File: src/rtl/msg_pkg.sv
package msg_pkg;
    typedef enum logic [1:0] {
        CYC_READ    = 2'd0,
        CYC_WRITE   = 2'd1,
        CYC_REFRESH = 2'd2
    } cyc_kind_e;
endpackage

File: src/rtl/msg_addr_decode.sv
module msg_addr_decode #(
    parameter int ADDR_W = 21,
    parameter logic [ADDR_W-1:0] ROM_TOP   = 21'h00000F,
    parameter logic [ADDR_W-1:0] LOW_TOP   = 21'h00FFFF,
    parameter logic [ADDR_W-1:0] HIGH_BASE = 21'h1F0000
) (
    input  logic [ADDR_W-1:0] addr_i,
    input  logic              boot_i,
    output logic              rom_hit_o,
    output logic              eprom_hit_o
);
    logic low_win, high_win;

    always_comb begin
        rom_hit_o   = (addr_i <= ROM_TOP);
        low_win     = (addr_i > ROM_TOP) && (addr_i <= LOW_TOP);
        high_win    = (addr_i >= HIGH_BASE);
        eprom_hit_o = !boot_i && (low_win || high_win);
    end
endmodule

File: src/rtl/msg_sequencer.sv
module msg_sequencer
    import msg_pkg::*;
#(
    parameter int PH_W   = 4,
    parameter int ADDR_W = 21
) (
    input  logic              clk,
    input  logic              rst_n,
    input  logic              start_i,
    input  logic              we_i,
    input  logic              refresh_i,
    input  logic              boot_i,
    input  logic [ADDR_W-1:0] addr_i,
    output logic              busy_o,
    output logic [PH_W-1:0]   phase_o,
    output cyc_kind_e         kind_o,
    output logic              boot_o,
    output logic [ADDR_W-1:0] addr_o
);
    localparam logic [PH_W-1:0] LAST = '1;

    typedef struct packed {
        logic              busy;
        logic [PH_W-1:0]   phase;
        cyc_kind_e         kind;
        logic              boot;
        logic [ADDR_W-1:0] addr;
    } seq_t;

    seq_t s_d, s_q;

    always_comb begin
        s_d = s_q;
        if (!s_q.busy) begin
            if (refresh_i || start_i) begin
                s_d.busy  = 1'b1;
                s_d.phase = '0;
                s_d.addr  = addr_i;
                s_d.boot  = boot_i;
                if (refresh_i)  s_d.kind = CYC_REFRESH;
                else if (we_i)  s_d.kind = CYC_WRITE;
                else            s_d.kind = CYC_READ;
            end
        end else begin
            if (s_q.phase == LAST) s_d.busy = 1'b0;
            s_d.phase = s_q.phase + 1'b1;
        end
    end

    always_ff @(posedge clk or negedge rst_n) begin
        if (!rst_n) s_q <= '0;
        else        s_q <= s_d;
    end

    assign busy_o  = s_q.busy;
    assign phase_o = s_q.phase;
    assign kind_o  = s_q.kind;
    assign boot_o  = s_q.boot;
    assign addr_o  = s_q.addr;

    // slots advance one per clock inside a cycle
    assert_phase_step_R11: assert property (@(posedge clk) disable iff (!rst_n)
        (s_q.busy && s_q.phase != LAST) |=> (s_q.busy && s_q.phase == PH_W'($past(s_q.phase) + 1'b1)));

    // refresh wins over a simultaneous access request
    assert_refresh_priority_R11: assert property (@(posedge clk) disable iff (!rst_n)
        (!s_q.busy && refresh_i && start_i) |=> (s_q.kind == CYC_REFRESH));

    // a request during a cycle does not restart the counter
    assert_no_restart_R11: assert property (@(posedge clk) disable iff (!rst_n)
        (s_q.busy && s_q.phase != LAST && start_i) |=> (s_q.phase != '0));
endmodule

File: src/rtl/mem_strobe_gen.sv
module mem_strobe_gen
    import msg_pkg::*;
#(
    parameter int PH_W       = 4,
    parameter int ADDR_W     = 21,
    parameter int RAS_SLOTS  = 5,
    parameter int CAS_SLOTS  = 3,
    parameter int CSEL_SLOTS = 5,
    parameter int ROM_ABIT   = 13
) (
    input  logic              clk,
    input  logic              rst_n,
    input  logic              start_i,
    input  logic              we_i,
    input  logic              refresh_i,
    input  logic              boot_i,
    input  logic [ADDR_W-1:0] addr_i,
    input  logic              sys_reset_i,
    input  logic              soft_reset_i,
    output logic              ras_n_o,
    output logic              cas_n_o,
    output logic              oe_n_o,
    output logic              romsel_n_o,
    output logic              dir_o,
    output logic              refresh_o,
    output logic              mrst_n_o
);
    localparam logic [PH_W-1:0] RAS_END  = PH_W'(RAS_SLOTS);
    localparam logic [PH_W-1:0] CAS_END  = PH_W'(RAS_SLOTS + CAS_SLOTS);
    localparam logic [PH_W-1:0] CSEL_END = PH_W'(CSEL_SLOTS);
    localparam logic [PH_W-1:0] LAST     = '1;

    logic              busy;
    logic [PH_W-1:0]   phase;
    cyc_kind_e         kind;
    logic              boot_q;
    logic [ADDR_W-1:0] addr_q;
    logic              rom_hit, eprom_hit;

    msg_sequencer #(.PH_W(PH_W), .ADDR_W(ADDR_W)) u_seq (
        .clk(clk), .rst_n(rst_n), .start_i(start_i), .we_i(we_i),
        .refresh_i(refresh_i), .boot_i(boot_i), .addr_i(addr_i),
        .busy_o(busy), .phase_o(phase), .kind_o(kind),
        .boot_o(boot_q), .addr_o(addr_q)
    );

    msg_addr_decode #(.ADDR_W(ADDR_W)) u_dec (
        .addr_i(addr_q), .boot_i(boot_q),
        .rom_hit_o(rom_hit), .eprom_hit_o(eprom_hit)
    );

    logic is_ref, is_rd, is_wr, dram, early;

    always_comb begin
        is_ref = busy && (kind == CYC_REFRESH);
        is_rd  = busy && (kind == CYC_READ);
        is_wr  = busy && (kind == CYC_WRITE);
        dram   = !rom_hit && !eprom_hit;
        early  = (phase < CSEL_END);

        ras_n_o    = 1'b1;
        cas_n_o    = 1'b1;
        oe_n_o     = 1'b1;
        romsel_n_o = 1'b1;
        if (is_ref) begin
            cas_n_o = !(phase < RAS_END);
            ras_n_o = !((phase != '0) && (phase <= RAS_END));
        end else if (is_rd || is_wr) begin
            ras_n_o    = !(phase < RAS_END);
            cas_n_o    = !(dram && (phase >= RAS_END) && (phase < CAS_END));
            oe_n_o     = !(is_rd && dram && (phase >= RAS_END));
            romsel_n_o = early ? !(is_rd && eprom_hit) : addr_q[ROM_ABIT];
        end
        dir_o     = is_wr;
        refresh_o = is_ref;
        mrst_n_o  = !(sys_reset_i || soft_reset_i);
    end

    // row and column strobes never overlap on access cycles
    assert_no_rc_overlap_R2: assert property (@(posedge clk) disable iff (!rst_n)
        (busy && kind != CYC_REFRESH) |-> (ras_n_o || cas_n_o));

    // on refresh the column strobe is already low when the row strobe falls
    assert_cbr_order_R4: assert property (@(posedge clk) disable iff (!rst_n)
        (refresh_o && $fell(ras_n_o)) |-> !cas_n_o);

    // refresh indicator holds through the cycle
    assert_refresh_steady_R5: assert property (@(posedge clk) disable iff (!rst_n)
        (refresh_o && phase != LAST) |=> refresh_o);

    // early chip select only for reads in EPROM mode
    assert_romsel_read_R6: assert property (@(posedge clk) disable iff (!rst_n)
        (busy && early && !romsel_n_o) |-> (kind == CYC_READ && !boot_q));

    // DRAM outputs never enabled while the bus direction says write
    assert_oe_not_write_R8: assert property (@(posedge clk) disable iff (!rst_n)
        !oe_n_o |-> !dir_o);
endmodule

File: config.mk
export PLATFORM = sky130hd
export DESIGN_NAME = mem_strobe_gen
export DESIGN_NICKNAME = d
export VERILOG_FILES = /design/src/rtl/msg_pkg.sv /design/src/rtl/msg_addr_decode.sv /design/src/rtl/msg_sequencer.sv /design/src/rtl/mem_strobe_gen.sv
export SDC_FILE = /design/constraint.sdc
export NUM_CORES = 1
export LEC_CHECK = 0
export CORE_MARGIN = 10
export CORE_UTILIZATION = 60
export CTS_CLUSTER_DIAMETER = 60
export CTS_CLUSTER_SIZE = 10
export DETAILED_ROUTE_END_ITERATION = 8
export DONT_BUFFER_PORTS = 1
export PLACE_DENSITY = 0.88
export SLEW_MARGIN = 0
export SYNTH_ARGS = -nofsm -noshare
export SYNTH_HDL_FRONTEND = slang
export SYNTH_SLANG_ARGS = --single-unit
File: constraint.sdc
create_clock -name clk -period 4 [get_ports clk]
set_input_delay 0.8 -clock clk [delete_from_list [all_inputs] [get_ports clk]]
set_output_delay 0.8 -clock clk [all_outputs]
set_load 0.005 [all_outputs]
==> flow_metrics.py <==
metrics = {
    "outcome": {
        "outcome": "finished clean",
    },
    "timing": {
        "finClkSkew_ns": 0.00193,
        "rsz0062_at_grt": "false",
        "hold_violations": 0,
        "finalSetupViolCount": 0,
        "max_freq_ghz": 0.390,
        "tightest_slew_ns": 0.830,
        "drv_slew": 0,
        "min_period_ns": 2.57,
        "post-route-period-util": 0.642,
        "slew_headroom": 0.446,
        "setup_tns_ns": 0,
    },
    "yosys": {
        "synth.top_cell.area_share": 0.500,
        "synth_largest_area_cell": "dfrtp_1",
        "synthTopCellsByArea": "dfrtp_1 (50%), mux2_2 (18%), nand2_1 (3.6%)",
        "ys_top_cells_by_count": "dfrtp_1 (25), mux2_2 (20), nand2_1 (12)",
        "yosys_most_used_dff": "dfrtp_1",
        "syn_inst": 109,
        "postSynthAreaPerCell_um2": 11.5,
        "netlist_area_um2": 1250,
        "synthArstFlopShare": 1.00,
        "synth_edf_count": 0,
        "yosysSeqAreaShare": 0.500,
        "synth_seq_cells": 25,
        "synth.most_common_cell": "dfrtp_1",
        "synthesis.nets": 141,
        "yosysWarningCount": 0,
        "ys_types": 30,
    },
    "critical_path": {
        "r2r-start": "u_seq.busy_o",
        "worstSetupPathType": "flop to output pin",
        "r2r-end": "u_seq.addr_o[5]",
        "worstPathArrival_ns": 1.77,
        "critPathCaptureType": "output pin",
        "ff2ff_setup_slack_ns": 2.22,
        "cp.required_ns": 3.20,
        "r2r_cells": 2,
        "crit_fanout": 3,
        "startpoint_type": "flop",
    },
    "drt": {
        "first_iter_violations": 76,
        "via_per_inst": 6.07,
        "finalWirelength_um": 2400,
        "drcViolationCount": 0,
        "ant_nets": 0,
        "vias": 819,
        "drt_pass1_iterations": 4,
        "wire_per_inst_um": 17.8,
    },
    "clock_tree": {
        "post_cts_resized": 0,
        "htreeDepth": 1,
        "root_buffer": "clkbuf_4",
        "cts_tree": "done",
        "clockBufferDepth": 2,
        "cts_buffers": 3,
        "worstSkewPairLatency_ns": 0.32,
        "hold_buffers": 0,
        "clock-sinks": 25,
        "post_cts_buffers": 0,
        "clk_pin_slew_ns": 0.14,
    },
    "power_and_ir_drop": {
        "vdd_drop_max_uv": 429,
        "p_leak_nw": 0.532,
        "p_total_mw": 0.975,
        "power.density_nw_per_um2": 765,
    },
    "place": {
        "dp_hpwl_um": 1920,
        "port_buffers": 0,
        "routabilityCongestion": 0.769,
        "place_inst": 131,
    },
    "layout": {
        "diodes": 0,
        "drive_gt1_frac": 0.259,
        "layout.cells.non_filler": 135,
        "area_growth_pct": 1.70,
        "num-nets-final": 141,
    },
    "grt": {
        "grt_use_total": 0.118,
        "grt_max_degree": 26,
        "antenna_found_initial": 0,
        "grt_pass1_wl_um": 4070,
        "grt_pass1_vias": 874,
        "overflow": 0,
    },
    "worst_hold_path": {
        "hold_path.class": "input port to asynchronous set/reset pin",
    },
    "die": {
        "num_rows": 16,
        "die_area_um2": 4320,
        "start_util": 0.632,
        "io_pins": 36,
        "die_h_um": 65.7,
        "core-area_um2": 1980,
        "die_x_um": 65.7,
    },
    "job": {
        "cap_violations": 0,
    },
}
[placed cells by master (no fill, tap or decap)]
master,n
a211oi_1,1
a21oi_1,1
a221o_1,1
a31o_1,1
a41oi_1,1
and3_1,1
clkbuf_4,3
clkinvlp_4,1
dfrtp_1,25
ha_1,3
inv_1,4
mux2_2,20
nand2_1,12
nand2b_1,3
nand3_1,3
nand3b_1,1
nor2_1,5
nor2_4,1
nor2b_1,1
nor3_1,1
nor4_1,6
o21ai_0,6
o21bai_1,1
o32ai_2,1
or2_1,1
or2_2,1
or4_4,1
xnor2_1,1
xor2_1,1
[worst max path at each step]
stage	startpoint	endpoint	slack (ns)	cells past startpoint
floorplan	u_seq.addr_o[19]	romsel_n_o	1.88	4
global placement	refresh_i	u_seq.addr_o[12]	1.78	3
detailed placement	refresh_i	u_seq.addr_o[5]	1.75	3
CTS	u_seq.addr_o[19]	cas_n_o	1.42	4
global route	u_seq.phase_o[0]	romsel_n_o	1.27	6
finish	u_seq.addr_o[19]	cas_n_o	1.43	4
[critical path, stage by stage (launching register included)]
cell	delay, ns
dfrtp_1	0.42
or4_4	0.56
o32ai_2	0.15
nor4_1	0.08
a21oi_1	0.23
[logic make-up after synthesis]
| kind of cell | after synthesis | synth area share |
|---|---|---|
| adders and majority gates | 3 | 0.0300 |
| buffers and inverters | 9 | 0.0459 |
| AOI/OAI and AO/OA | 13 | 0.0749 |
| xor gates and xnor gates | 2 | 0.0140 |
| DFF | 25 | 0.500 |
| and+or+nand+nor | 37 | 0.156 |
| muxes | 20 | 0.180 |
[per-stage QoR]
step / area [µm²] / hold WS [ns] / setup WS (ns) / util
after floorplan: 1250 / 0.480 / 1.88 / -
final: 1270 / 0.144 / 1.43 / 0.643
after global placement: 1240 / 0.489 / 1.78 / 0.628
after global routing: 1270 / 0.114 / 1.27 / 0.643
after CTS: 1270 / 0.144 / 1.42 / 0.643
after detailed placement: 1240 / 0.497 / 1.75 / 0.628
[per-layer routing]
metal / share of wire / vias up / track usage / wire [µm]
met5: 0 / - / 0 / 0
li1: - / 385 / - / -
met3: 0.095 / 6 / 0.0559 / 229
met1: 0.40 / 399 / 0.126 / 949
met4: 0.017 / 0 / 0.0588 / 41
met2: 0.49 / 29 / 0.192 / 1180
[sequential cells by signal, summed over array words and instances, names as in the netlist]
name and flops:
u_seq.addr_o 17, u_seq.boot_o 1, u_seq.busy_o 1, u_seq.kind_o 2
u_seq.phase_o 4
[power by group]
group	internal [mW]	switching, mW	total [mW]
combinational	0.198	0.169	0.367
clock	0.0383	0.0795	0.118
sequential	0.378	0.112	0.490
[layout make-up]
cell class              count  area [µm²]
inverters                   4        15.0
multi-input cells          75         569
clock inverters             1        7.51
clock buffers               3        22.5
fillers                   165         708
flip-flops and latches     25         626
well taps                  27        33.8
Power figures use the tool's default switching activity.
